===== src/rtl/rxto_pkg.sv =====
package rxto_pkg;
  localparam int TICKS_PER_BIT = 16;
  localparam int TIMEOUT_CHARS = 4;
  localparam logic [3:0] ID_NONE    = 4'b0001;
  localparam logic [3:0] ID_TIMEOUT = 4'b1100;
endpackage


===== src/rtl/rxto_limit.sv =====
module rxto_limit #(
  parameter int FRAME_W = 4,
  parameter int SCALE   = 64,
  parameter int CNT_W   = 10
) (
  input  logic [FRAME_W-1:0] frame_bits,
  output logic [CNT_W-1:0]   limit,
  output logic               limit_valid
);
  localparam logic [CNT_W-1:0] SCALE_C = CNT_W'(SCALE);

  always_comb begin
    limit       = CNT_W'(frame_bits) * SCALE_C;
    limit_valid = (frame_bits != '0);
  end
endmodule


===== src/rtl/rxto_timer.sv =====
module rxto_timer #(
  parameter int CNT_W = 10
) (
  input  logic             clk,
  input  logic             rst_n,
  input  logic             run,
  input  logic             baud_tick,
  input  logic             restart,
  input  logic             frozen,
  input  logic [CNT_W-1:0] limit,
  input  logic             limit_valid,
  output logic [CNT_W-1:0] cnt,
  output logic             hit
);
  logic advance;

  always_comb begin
    advance = run && baud_tick && !restart && !frozen && limit_valid;
    hit     = advance && (cnt == limit - CNT_W'(1));
  end

  always_ff @(posedge clk or negedge rst_n) begin
    if (!rst_n)                 cnt <= '0;
    else if (!run || restart)   cnt <= '0;
    else if (advance && !hit)   cnt <= cnt + CNT_W'(1);
    else if (hit)               cnt <= '0;
  end

  assert_zero_when_idle_R6: assert property (@(posedge clk) disable iff (!rst_n)
    !run |=> (cnt == '0));
  assert_no_tick_no_step_R2: assert property (@(posedge clk) disable iff (!rst_n)
    (run && !baud_tick && !restart) |=> $stable(cnt));
endmodule


===== src/rtl/rxto_ctrl.sv =====
module rxto_ctrl (
  input  logic clk,
  input  logic rst_n,
  input  logic armed,
  input  logic rx_char_stb,
  input  logic fifo_rd_stb,
  input  logic hit,
  output logic restart,
  output logic pending
);
  always_comb restart = fifo_rd_stb || (rx_char_stb && !pending);

  always_ff @(posedge clk or negedge rst_n) begin
    if (!rst_n)        pending <= 1'b0;
    else if (!armed)   pending <= 1'b0;
    else if (pending)  pending <= !fifo_rd_stb;
    else               pending <= hit;
  end

  assert_read_clears_R5: assert property (@(posedge clk) disable iff (!rst_n)
    (pending && fifo_rd_stb) |=> !pending);
  assert_rx_ignored_R4: assert property (@(posedge clk) disable iff (!rst_n)
    (pending && armed && rx_char_stb && !fifo_rd_stb) |=> pending);
  assert_disarm_clears_R7: assert property (@(posedge clk) disable iff (!rst_n)
    !armed |=> !pending);
endmodule


===== src/rtl/rx_char_timeout.sv =====
module rx_char_timeout
  import rxto_pkg::*;
#(
  parameter int FRAME_W = 4
) (
  input  logic               clk,
  input  logic               rst_n,
  input  logic               baud_tick,
  input  logic [FRAME_W-1:0] frame_bits,
  input  logic               fifo_en,
  input  logic               rx_irq_en,
  input  logic               fifo_nonempty,
  input  logic               rx_char_stb,
  input  logic               fifo_rd_stb,
  output logic               timeout_irq,
  output logic [3:0]         irq_id
);
  localparam int SCALE = TICKS_PER_BIT * TIMEOUT_CHARS;
  localparam int CNT_W = FRAME_W + $clog2(SCALE);

  logic [CNT_W-1:0] limit;
  logic [CNT_W-1:0] cnt;
  logic             limit_valid;
  logic             armed;
  logic             run;
  logic             restart;
  logic             hit;
  logic             pending;

  always_comb begin
    armed = fifo_en && rx_irq_en;
    run   = armed && fifo_nonempty;
  end

  rxto_limit #(.FRAME_W(FRAME_W), .SCALE(SCALE), .CNT_W(CNT_W)) u_limit (
    .frame_bits  (frame_bits),
    .limit       (limit),
    .limit_valid (limit_valid)
  );

  rxto_timer #(.CNT_W(CNT_W)) u_timer (
    .clk         (clk),
    .rst_n       (rst_n),
    .run         (run),
    .baud_tick   (baud_tick),
    .restart     (restart),
    .frozen      (pending),
    .limit       (limit),
    .limit_valid (limit_valid),
    .cnt         (cnt),
    .hit         (hit)
  );

  rxto_ctrl u_ctrl (
    .clk         (clk),
    .rst_n       (rst_n),
    .armed       (armed),
    .rx_char_stb (rx_char_stb),
    .fifo_rd_stb (fifo_rd_stb),
    .hit         (hit),
    .restart     (restart),
    .pending     (pending)
  );

  always_comb begin
    timeout_irq = pending;
    irq_id      = pending ? ID_TIMEOUT : ID_NONE;
  end

  assert_fire_at_limit_R1: assert property (@(posedge clk) disable iff (!rst_n)
    $rose(timeout_irq) |-> ($past(cnt) == limit - CNT_W'(1)));
  assert_fire_needs_tick_R2: assert property (@(posedge clk) disable iff (!rst_n)
    $rose(timeout_irq) |-> $past(baud_tick));
  assert_zero_frame_silent_R10: assert property (@(posedge clk) disable iff (!rst_n)
    (frame_bits == '0) && $past(frame_bits == '0) && !$past(timeout_irq) |-> !timeout_irq);
endmodule


===== config.mk =====
export PLATFORM = sky130hd
export DESIGN_NAME = rx_char_timeout
export DESIGN_NICKNAME = d
export VERILOG_FILES = /design/src/rtl/rxto_pkg.sv /design/src/rtl/rxto_limit.sv /design/src/rtl/rxto_timer.sv /design/src/rtl/rxto_ctrl.sv /design/src/rtl/rx_char_timeout.sv
export SDC_FILE = /design/constraint.sdc
export NUM_CORES = 1
export LEC_CHECK = 0
export ABC_AREA = 1
export BUFFER_PORTS_ARGS = -buffer_cell sky130_fd_sc_hd__buf_2
export CORE_MARGIN = 1.5
export CORE_UTILIZATION = 48
export CTS_CLUSTER_DIAMETER = 30
export DETAILED_ROUTE_END_ITERATION = 16
export GPL_TIMING_DRIVEN = 0
export PLACE_DENSITY = 0.8
export SKIP_CTS_REPAIR_TIMING = 1
export SLEW_MARGIN = 10
export SYNTH_ARGS = -nofsm -noshare
export SYNTH_HDL_FRONTEND = slang
export SYNTH_SLANG_ARGS = --single-unit
export TNS_END_PERCENT = 30

===== constraint.sdc =====
create_clock -name clk -period 1.3 [get_ports clk]
set_clock_uncertainty 0.15 [all_clocks]
set_input_delay 0.39 -clock clk [delete_from_list [all_inputs] [get_ports clk]]
set_output_delay 0.39 -clock clk [all_outputs]
set_load 0.01 [all_outputs]

Word-level counts from Yosys, hierarchy flattened
Cells that the tools add are included. Widths: inputs -> output; s select.

Reductions and logical operators: 18. Add/sub/neg operators: 2. Mux-type cells: 6. Equal/unequal tests: 1.

Operators by type and width (count): $mux 10 (3); $add 10x1->10 const B (1); $eq 10x10->1 (1); $sub 10x1->10 const B (1); $logic_and 1x1->1 (9); $logic_not 1->1 (5); $mux 4 (1); $reduce_bool 4->1 (1); $reduce_bool 3->1 (1); $logic_or 1x1->1 (2); $mux 1 (2).

Output and inout bits: 5. Input bits: 12. Bits in registers: 11. Logic and storage cells: 29.

Depth between registers and ports, before layout
Gate-level depths: netlist of the first run.

Word-level depth: 12. Mapped depth: 11. Gate-level depth less buffers: 11.

Hierarchy
From an unflattened synthesis of the first run, not the netlist that was laid out.

Cells, all modules: 212. Area, all modules: 1232.4 sq um.

Modules (own cells, without submodules): rxto_timer (times used 1, cells each 182, sequential area each 250.2 sq um, area an instance 1041.0 sq um); rxto_limit (times used 1, cells each 14, sequential area each 0.0 sq um, area an instance 90.1 sq um); rxto_ctrl (times used 1, cells each 7, sequential area each 25.0 sq um, area an instance 53.8 sq um); rx_char_timeout (times used 1, cells each 9, sequential area each 0.0 sq um, area an instance 47.5 sq um).

Worst setup path before layout of the first run
Ideal clock, no wire load.

Path type: input port to flip-flop. Start point: input port frame_bits[1]. End point: register u_timer.cnt[9]. Required time: 1.032 ns. Arrival time: 1.255 ns. Path slack: -0.223 ns. Library setup time: 0.118 ns. Buffers on the path: 0. Cell stages on the path: 8. Cells stage by stage: inv_1 > ha_1 > xor2_1 > nand2_1 > nor2_4 > nand2_4 > nand3b_1 > nand2_1.

Cells in the longest elaborated chain, start to end: 7. Elaborated cells between the ends (all ways): 10. Those cells by class: 1 x add/sub; 1 x eq/ne; 2 x mux; 6 x reduce/logical.

RTL lines: start, declared (RTL line rx_char_timeout.sv:9) `input logic [FRAME_W-1:0] frame_bits,`; $sub 10x1->10 / $reduce_bool 4->1 (equally long branches) (RTL line rxto_timer.sv:19, rxto_limit.sv:14); $eq 10x10->1 / $logic_and 1x1->1 (equally long branches) (RTL line rxto_timer.sv:19, rxto_timer.sv:18); $logic_and 1x1->1 (RTL line rxto_timer.sv:19) `hit = advance && (cnt == limit - CNT_W'(1));`; $logic_not 1->1 (RTL line rxto_timer.sv:25) `else if (advance && !hit) cnt <= cnt + CNT_W'(1);`; $logic_and 1x1->1 (RTL line rxto_timer.sv:25); $mux 10 (RTL line rxto_timer.sv:25); $mux 10 (RTL line rxto_timer.sv:24) `else if (!run || restart) cnt <= '0;`; end signal, assigned (RTL line rxto_timer.sv:25); end, declared (RTL line rxto_timer.sv:12) `output logic [CNT_W-1:0] cnt,`.

Several ways; a longest one is shown, not always the timed one. A chain may end at the register's enable or synchronous reset.

Worst setup path in the final report of the first run
Start point: register u_timer.cnt[0]. End point: register u_timer.cnt[6].

Cells in the longest elaborated chain, start to end: 6. Elaborated cells between the ends (all ways): 8. Those cells by class: 1 x add/sub; 1 x eq/ne; 2 x mux; 4 x reduce/logical.

RTL lines: branches (longest 6 deep; another with $add 10x1->10).

Parallel ways; which one is timed is not known.

==> impl_table.tex, run 1 <==
\begin{tabular}{lr}
\hline
Metric & Value \\
\hline
\multicolumn{2}{l}{\textbf{Logic synthesis}} \\
Number of nets in the synthesized netlist & 137 \\
Syn Inst Count & 123 \\
Proportion of register bits with asynchronous set or reset after synthesis & 100\% \\
Yosys synthesis warning count & 0 \\
Number of register bits inferred by synthesis & 11 \\
Distinct cell type count of the synthesized netlist & 19 \\
Post-synth EDFFs & 0 \\
Post-Synthesis Cell Area & 856 um2 \\
Top\_reg\_cell synth & sky130\_fd\_sc\_hd\_\_dfrtp\_1 \\
Sequential fraction of the synthesis area & 32.2\% \\
Average instance area after synthesis & 6.96 um2 \\
\multicolumn{2}{l}{\textbf{Placement}} \\
Placed Area & 995 um2 \\
Placed cell count & 163 \\
Final HPWL from detailed placement & 1340 um \\
Weighted congestion at the end of routability-driven global placement & 0.774 \\
Number of buffers added on ports & 15 \\
\multicolumn{2}{l}{\textbf{Setup path}} \\
CP Capture Point & u\_timer.cnt[6] \\
Worst endpoint required time & 1.36 ns \\
Top fanout value on the critical path & 5 \\
Flop-to-flop setup slack & -0.22 ns \\
Critical-path top delay cell & sky130\_fd\_sc\_hd\_\_dfrtp\_2 \\
R2r endpoint & u\_timer.cnt[6] \\
Startpoint of the worst setup timing path & u\_timer.cnt[0] \\
Crit path launch type & register \\
Critical Path Stages & 8 \\
Kind of critical path & reg2reg \\
Top cell family by delay on the critical path & simple AND/OR/NAND/NOR gates \\
Critical path endpoint category & register \\
Critical path buffers and inverters & 1 \\
WP data arrival & 1.58 ns \\
Length in cells of the worst reg-to-reg path & 8 \\
Longest individual stage delay on the worst path & 0.42 ns \\
CP cell instances & ha\_4 > nand2\_4 > nor2\_4 > nand2\_2 > buf\_4 > xor2\_1 > nand3b\_1 > nand2\_1 \\
R2R Path Start & u\_timer.cnt[0] \\
\multicolumn{2}{l}{\textbf{Floorplan}} \\
Number of top-level design ports & 17 \\
Core Area & 0.00171 mm2 \\
Die outline height & 45.2 um \\
Die area & 0.00205 mm2 \\
Site Rows & 15 \\
Horizontal extent of the die & 45.2 um \\
Effective utilization at floorplan & 50.1\% \\
\multicolumn{2}{l}{\textbf{Clock tree}} \\
Clock latency reported for the late side of the worst-skew pair & 0.28 ns \\
H-tree level count & 1 \\
CTS tree & yes \\
Number of clock sinks seen by CTS & 11 \\
Max Buffers Root-to-Sink & 2 \\
Root buffer selected by CTS & sky130\_fd\_sc\_hd\_\_clkbuf\_4 \\
Number of buffers created by CTS & 3 \\
Clk slew on worst S/H paths & 0.08 ns \\
\multicolumn{2}{l}{\textbf{Routing}} \\
Post-detailed-route via-to-cell ratio & 4.79 \\
Total number of vias & 829 \\
Detailed-route wire length per cell & 10.7 um \\
Starting DRC count in detailed routing & 6 \\
Total iterations of the first detailed-routing run & 4 \\
Count of antenna-violating nets left after detailed routing & 0 \\
Final routed wirelength across all metal layers & 1860 um \\
DRC & 0 \\
\multicolumn{2}{l}{\textbf{STA}} \\
Final min period & 1.52 ns \\
Final Hold Vio Count & 0 \\
Number of slew-limit violations in the final report & 0 \\
Highest clock frequency the design can meet & 0.658 GHz \\
Final setup violation count & 15 \\
Tcrit/Tclk final & 117\% \\
Setup repair after global routing missed its margin & true \\
Smallest hold slack & 0.267 ns \\
Setup tns final & -2.78 ns \\
Fin worst setup slack & -0.219 ns \\
\multicolumn{2}{l}{\textbf{Worst hold path}} \\
Hold WC Path Type & in2reg \\
\multicolumn{2}{l}{\textbf{Global routing}} \\
GRT Overall Usage & 19.3\% \\
Global route total overflow & 0 \\
Met3 routing resource usage after global routing & 3.60\% \\
Number of antenna violations at the first check in global routing & 0 \\
Met2 layer usage reported by global route & 31.4\% \\
Number of global-route vias before repair & 704 \\
Maximum number of pins on one net before global-route repair & 12 \\
Most congested layer reported by global routing & met2 \\
Met1 GRT Util & 23.8\% \\
Wire length of the first global-routing pass & 2820 um \\
\multicolumn{2}{l}{\textbf{Run status}} \\
Failing checks & setup timing \\
Run status & finished with violations \\
\multicolumn{2}{l}{\textbf{Finish}} \\
Antenna diodes & 0 \\
Number of fillers in the final layout & 152 \\
Leading cell type in the layout, fill and taps excluded & sky130\_fd\_sc\_hd\_\_nand2\_1 \\
Number of cells in the finished layout apart from fillers & 173 \\
Layout cells sized above 1 & 31.8\% \\
Synth-to-layout area growth & 30.7\% \\
Commonest cells after routing, fill and taps aside & sky130\_fd\_sc\_hd\_\_nand2\_1 (47), sky130\_fd\_sc\_hd\_\_buf\_2 (15), sky130\_fd\_sc\_hd\_\_nand3\_1 (12) \\
Layout Cell Area excl Fill & 0.00112 mm2 \\
Nets & 163 \\
\multicolumn{2}{l}{\textbf{Run}} \\
Max Cap Violations & 0 \\
\multicolumn{2}{l}{\textbf{Pwr}} \\
Final total power & 0.681 mW \\
Maximum ir drop on the vdd rail & 0.567 mV \\
Pwr per Cell Area & 609 mW/mm2 \\
Pleak & 0.602 nW \\
\hline
\end{tabular}
==> worst register-to-register path, cell delays in order, from the launching register on <==
cell and delay, ns:
sky130_fd_sc_hd__dfrtp_2 0.42, sky130_fd_sc_hd__ha_4 0.17, sky130_fd_sc_hd__nand2_4 0.06, sky130_fd_sc_hd__nor2_4 0.09, sky130_fd_sc_hd__nand2_2 0.07, sky130_fd_sc_hd__buf_4 0.14, sky130_fd_sc_hd__xor2_1 0.13, sky130_fd_sc_hd__nand3b_1 0.16
sky130_fd_sc_hd__nand2_1 0.06
==> power by group <==
group	total (mW)	internal (mW)	switching [mW]
Clock	0.240	0.114	0.126
Sequential	0.343	0.342	0.000573
Combinational	0.0981	0.0399	0.0583
==> logic make-up (layout without fill, tap and decap cells) <==
family / Yosys count / after routing / share of synthesized area (%)
buffers and inverters: 15 / 39 / 8.33
flip-flops: 11 / 11 / 32.2
other: 1 / 1 / 0.438
AND/OR/NAND/NOR: 84 / 85 / 46.1
adder cells (fa/ha/maj): 2 / 2 / 2.92
AO/OA/AOI/OAI: 3 / 3 / 2.92
XOR/XNOR: 7 / 7 / 7.16
==> sequential cells by signal, summed over array words and instances (netlist names) <==
register        flops
u_ctrl.pending      1
u_timer.cnt        10
==> area by class of cell <==
cell class	count	area (um2)	area share [%]
clock buffers	3	22.5	2.01
well taps	25	31.3	2.80
repair buffers	20	115	10.3
clock inverters	1	5.00	0.447
inverters	11	61.3	5.48
flip-flops and latches	11	277	24.7
multi-input cells	98	573	51.2
plain buffers	4	33.8	3.02
==> cell usage after synthesis (4+ instances only) <==
master | number | area, um2
sky130_fd_sc_hd__nor2_1 | 7 | 26.3
sky130_fd_sc_hd__dfrtp_1 | 11 | 275
sky130_fd_sc_hd__nor2_2 | 4 | 25.0
sky130_fd_sc_hd__xor2_1 | 7 | 61.3
sky130_fd_sc_hd__nand2_1 | 48 | 180
sky130_fd_sc_hd__nand3b_1 | 6 | 45.0
sky130_fd_sc_hd__nand3_1 | 12 | 60.1
sky130_fd_sc_hd__buf_4 | 4 | 30.0
sky130_fd_sc_hd__inv_1 | 9 | 33.8
==> how the worst min path moves through the flow <==
stage / startpoint / endpoint / cells after the start
6_report: fifo_rd_stb / u_ctrl.pending / 4
5_1_grt: fifo_rd_stb / u_ctrl.pending / 4
4_1_cts: rst_n / u_timer.cnt[2] / 1
3_5_place_dp: rst_n / u_timer.cnt[2] / 1
3_3_place_gp: rst_n / u_timer.cnt[2] / 1
2_1_floorplan: rst_n / u_ctrl.pending / 0
==> per-stage QoR <==
step	utilization, %	worst slack [ns]
final	65.5	-0.219
after global routing	65.5	-0.309
after floorplan	-	-0.189
after detailed placement	58.2	-0.496
after CTS	59.9	-0.297
after global placement	58.2	-0.466
==> per-layer routing <==
| layer | vias up | part of all wire [%] | routed length (um) |
|---|---|---|---|
| met5 | - | 0 | 0 |
| met4 | 0 | 3.2 | 60 |
| met3 | 7 | 2.8 | 52 |
| met2 | 15 | 49 | 916 |
| met1 | 370 | 45 | 829 |
| li1 | 437 | - | - |
Power figures use the tool's default switching activity.
==> run 2: changes to the inputs <==
- ABC_AREA: 1 -> unset
- CORE_UTILIZATION: 48 -> 47
- PLACE_DENSITY: 0.8 -> 0.79
- SKIP_CTS_REPAIR_TIMING: 1 -> unset
==> impl_table.tex, run 2 <==
\begin{tabular}{lr}
\hline
Metric & Value \\
\hline
\multicolumn{2}{l}{\textbf{Pwr}} \\
Flop pwr share & 50.4\% \\
Pwr per Cell Area & 633 mW/mm2 \\
Maximum ir drop on the vdd rail & 0.538 mV \\
Switching share of power & 25.4\% \\
Power share of the clock group & 34.4\% \\
P\_sw & 0.173 mW \\
Pleak & 0.416 nW \\
Logic pwr share & 15.2\% \\
Internal power summed over all cells & 0.507 mW \\
\multicolumn{2}{l}{\textbf{Run}} \\
Max Cap Violations & 0 \\
\multicolumn{2}{l}{\textbf{Finish}} \\
Registers with the highest flip-flop counts & u\_timer.cnt x10, u\_ctrl.pending x1 \\
Total area of sequential cells & 277 um2 \\
Leading cell type in the layout, fill and taps excluded & sky130\_fd\_sc\_hd\_\_buf\_2 \\
Commonest cells after routing, fill and taps aside & sky130\_fd\_sc\_hd\_\_buf\_2 (13), sky130\_fd\_sc\_hd\_\_dfrtp\_1 (10), sky130\_fd\_sc\_hd\_\_nand2\_1 (9), sky130\_fd\_sc\_hd\_\_buf\_4 (9), sky130\_fd\_sc\_hd\_\_xnor2\_1 (6) \\
Top reg by flops & u\_timer.cnt \\
Number of fillers in the final layout & 125 \\
Area of combinational cells with multiple inputs & 544 um2 \\
Nets & 127 \\
Layout cells sized above 1 & 46.4\% \\
Synth-to-layout area growth & 35.1\% \\
Flip-flop count of the largest register, all copies and words added & 10 \\
Number of cells in the finished layout apart from fillers & 128 \\
Antenna diodes & 0 \\
\multicolumn{2}{l}{\textbf{Logic synthesis}} \\
Post-synth EDFFs & 0 \\
Leading area contributor after synthesis & sky130\_fd\_sc\_hd\_\_dfrtp\_1 \\
Proportion of netlist area held by the largest area contributor & 34.6\% \\
Distinct cell type count of the synthesized netlist & 34 \\
Post-Synthesis Cell Area & 795 um2 \\
Syn Inst Count & 86 \\
Average instance area after synthesis & 9.24 um2 \\
Top\_reg\_cell synth & sky130\_fd\_sc\_hd\_\_dfrtp\_1 \\
Most instantiated cells after synthesis & sky130\_fd\_sc\_hd\_\_dfrtp\_1 (11), sky130\_fd\_sc\_hd\_\_nand2\_1 (10), sky130\_fd\_sc\_hd\_\_xnor2\_1 (6) \\
Number of nets in the synthesized netlist & 100 \\
Top cells by area, synth & sky130\_fd\_sc\_hd\_\_dfrtp\_1 (35\%), sky130\_fd\_sc\_hd\_\_xnor2\_1 (6.6\%), sky130\_fd\_sc\_hd\_\_nand2\_1 (4.7\%) \\
Sequential fraction of the synthesis area & 34.6\% \\
Yosys synthesis warning count & 0 \\
Proportion of register bits with asynchronous set or reset after synthesis & 100\% \\
Number of register bits inferred by synthesis & 11 \\
Most repeated cell in the gate-level netlist after synthesis & sky130\_fd\_sc\_hd\_\_dfrtp\_1 \\
\multicolumn{2}{l}{\textbf{Setup path}} \\
Critical path endpoint category & register \\
Crit path launch type & register \\
Top fanout value on the critical path & 4 \\
WP data arrival & 1.95 ns \\
Worst endpoint required time & 1.29 ns \\
Kind of critical path & reg2reg \\
\multicolumn{2}{l}{\textbf{Clock tree}} \\
Max Buffers Root-to-Sink & 2 \\
H-tree level count & 1 \\
Number of clock sinks seen by CTS & 11 \\
Clock latency reported for the late side of the worst-skew pair & 0.28 ns \\
Root buffer selected by CTS & sky130\_fd\_sc\_hd\_\_clkbuf\_4 \\
Number of buffers created by CTS & 3 \\
Clk slew on worst S/H paths & 0.06 ns \\
CTS tree & yes \\
\multicolumn{2}{l}{\textbf{Global routing}} \\
Wire length of the first global-routing pass & 2860 um \\
Maximum number of pins on one net before global-route repair & 12 \\
Global route total overflow & 0 \\
Number of antenna violations at the first check in global routing & 0 \\
GRT Overall Usage & 20.3\% \\
Number of global-route vias before repair & 685 \\
\multicolumn{2}{l}{\textbf{Floorplan}} \\
Core Area & 0.00154 mm2 \\
Site Rows & 14 \\
Effective utilization at floorplan & 51.5\% \\
Die area & 0.00195 mm2 \\
Number of top-level design ports & 17 \\
Horizontal extent of the die & 44.1 um \\
Die outline height & 44.1 um \\
\multicolumn{2}{l}{\textbf{Run status}} \\
Run status & finished with violations \\
Failing checks & setup timing \\
\multicolumn{2}{l}{\textbf{Worst hold path}} \\
Hold WC Path Type & in2reg \\
\multicolumn{2}{l}{\textbf{Routing}} \\
Final routed wirelength across all metal layers & 1710 um \\
Detailed-route wire length per cell & 13.4 um \\
Total number of vias & 720 \\
DRC & 0 \\
Starting DRC count in detailed routing & 14 \\
Total iterations of the first detailed-routing run & 4 \\
Post-detailed-route via-to-cell ratio & 5.63 \\
Count of antenna-violating nets left after detailed routing & 0 \\
\multicolumn{2}{l}{\textbf{STA}} \\
Final min period & 1.96 ns \\
Final setup violation count & 15 \\
Highest clock frequency the design can meet & 0.509 GHz \\
Actual transition at the worst max-transition pin & 0.779 ns \\
Worst slew margin relative to its limit & 47.7\% \\
Smallest hold slack & 0.204 ns \\
Tcrit/Tclk final & 151\% \\
Setup tns final & -7.16 ns \\
Number of slew-limit violations in the final report & 0 \\
Final Hold Vio Count & 0 \\
Setup repair after global routing missed its margin & true \\
Fin worst setup slack & -0.663 ns \\
\multicolumn{2}{l}{\textbf{Placement}} \\
Weighted congestion at the end of routability-driven global placement & 0.726 \\
Number of buffers added on ports & 15 \\
Final HPWL from detailed placement & 1290 um \\
Placed cell count & 117 \\
\hline
\end{tabular}
[run 2: cell type report]
type,count,share of cell area [%]
buffer,4,3.15
clock buffer,4,2.45
inverter,4,2.80
multi-input combinational,67,50.7
sequential,11,25.8
tap,16,1.86
timing repair buffer,22,13.3
[run 2: per-stage QoR]
| step | util (%) | power (mW) | worst slack (ns) | instance area [um2] |
|---|---|---|---|---|
| 4_1_cts | 66.8 | 0.682 | -0.743 | 1030 |
| 5_1_grt | 69.6 | 0.718 | -0.723 | 1070 |
| 3_5_place_dp | 60.8 | 0.442 | -0.990 | 937 |
| 2_1_floorplan | - | 0.405 | -0.643 | 842 |
| 3_3_place_gp | 60.8 | 0.440 | -0.973 | 937 |
| 6_report | 69.6 | 0.680 | -0.663 | 1070 |
[run 2: final timing paths]
check | from | endpoint | slack, ns | cells after the start
worst max-delay path | u_timer.cnt[0] | u_timer.cnt[8] | -0.66 | 6
worst min-delay path | fifo_en | u_ctrl.pending | 0.20 | 2
worst max register to register | u_timer.cnt[0] | u_timer.cnt[8] | -0.66 | 6
worst min register to register | u_timer.cnt[2] | u_timer.cnt[2] | 0.42 | 2
max in group asynchronous | rst_n | u_timer.cnt[2] | 0.44 | 2
min in group asynchronous | rst_n | u_timer.cnt[1] | 0.35 | 2
[run 2: critical path, cell delays in order, from the launching register on]
cell and delay (ns):
sky130_fd_sc_hd__dfrtp_1 0.37, sky130_fd_sc_hd__ha_2 0.20, sky130_fd_sc_hd__nand3_2 0.08, sky130_fd_sc_hd__or4_4 0.53, sky130_fd_sc_hd__buf_6 0.16, sky130_fd_sc_hd__o31ai_4 0.21, sky130_fd_sc_hd__o211ai_1 0.14
[run 2: metal layers]
layer / track usage (%) / vias to the layer above / share of wire [%] / routed length (um)
met3: 7.35 / 2 / 3.9 / 67
met4: 5.45 / 0 / 0.76 / 13
met5: 0 / - / 0 / 0
li1: - / 367 / - / -
met1: 22.9 / 337 / 44 / 748
met2: 36.2 / 14 / 52 / 881
[run 2: what timing repair did]
action                                 4_1_cts  5_1_grt
gates resized for setup                      7        9
hold buffers                                 1        0
endpoints found under the hold margin       11        0
pin swaps                                    5        4
setup endpoints to repair                   15       15
buffers inserted                             5        1
[run 2: power by group through the flow]
| stage | registers [mW] | clock network (mW) | logic [mW] |
|---|---|---|---|
| after floorplan | 0.349 | 0 | 0.0561 |
| after global placement | 0.349 | 0 | 0.0905 |
| after detailed placement | 0.349 | 0 | 0.0927 |
| after CTS | 0.343 | 0.238 | 0.101 |
| after global routing | 0.342 | 0.260 | 0.116 |
| final | 0.343 | 0.234 | 0.103 |
[run 2: logic make-up (layout without fill, tap and decap cells)]
| logic type | count (synthesis) | after routing | synth area share [%] |
|---|---|---|---|
| and+or+nand+nor | 38 | 38 | 29.5 |
| AOI/OAI and AO/OA | 20 | 20 | 19.5 |
| DFF | 11 | 11 | 34.6 |
| buffers and inverters | 8 | 34 | 6.14 |
| xor gates and xnor gates | 6 | 6 | 6.61 |
| adders and majority gates | 2 | 2 | 3.15 |
| other | 1 | 1 | 0.472 |
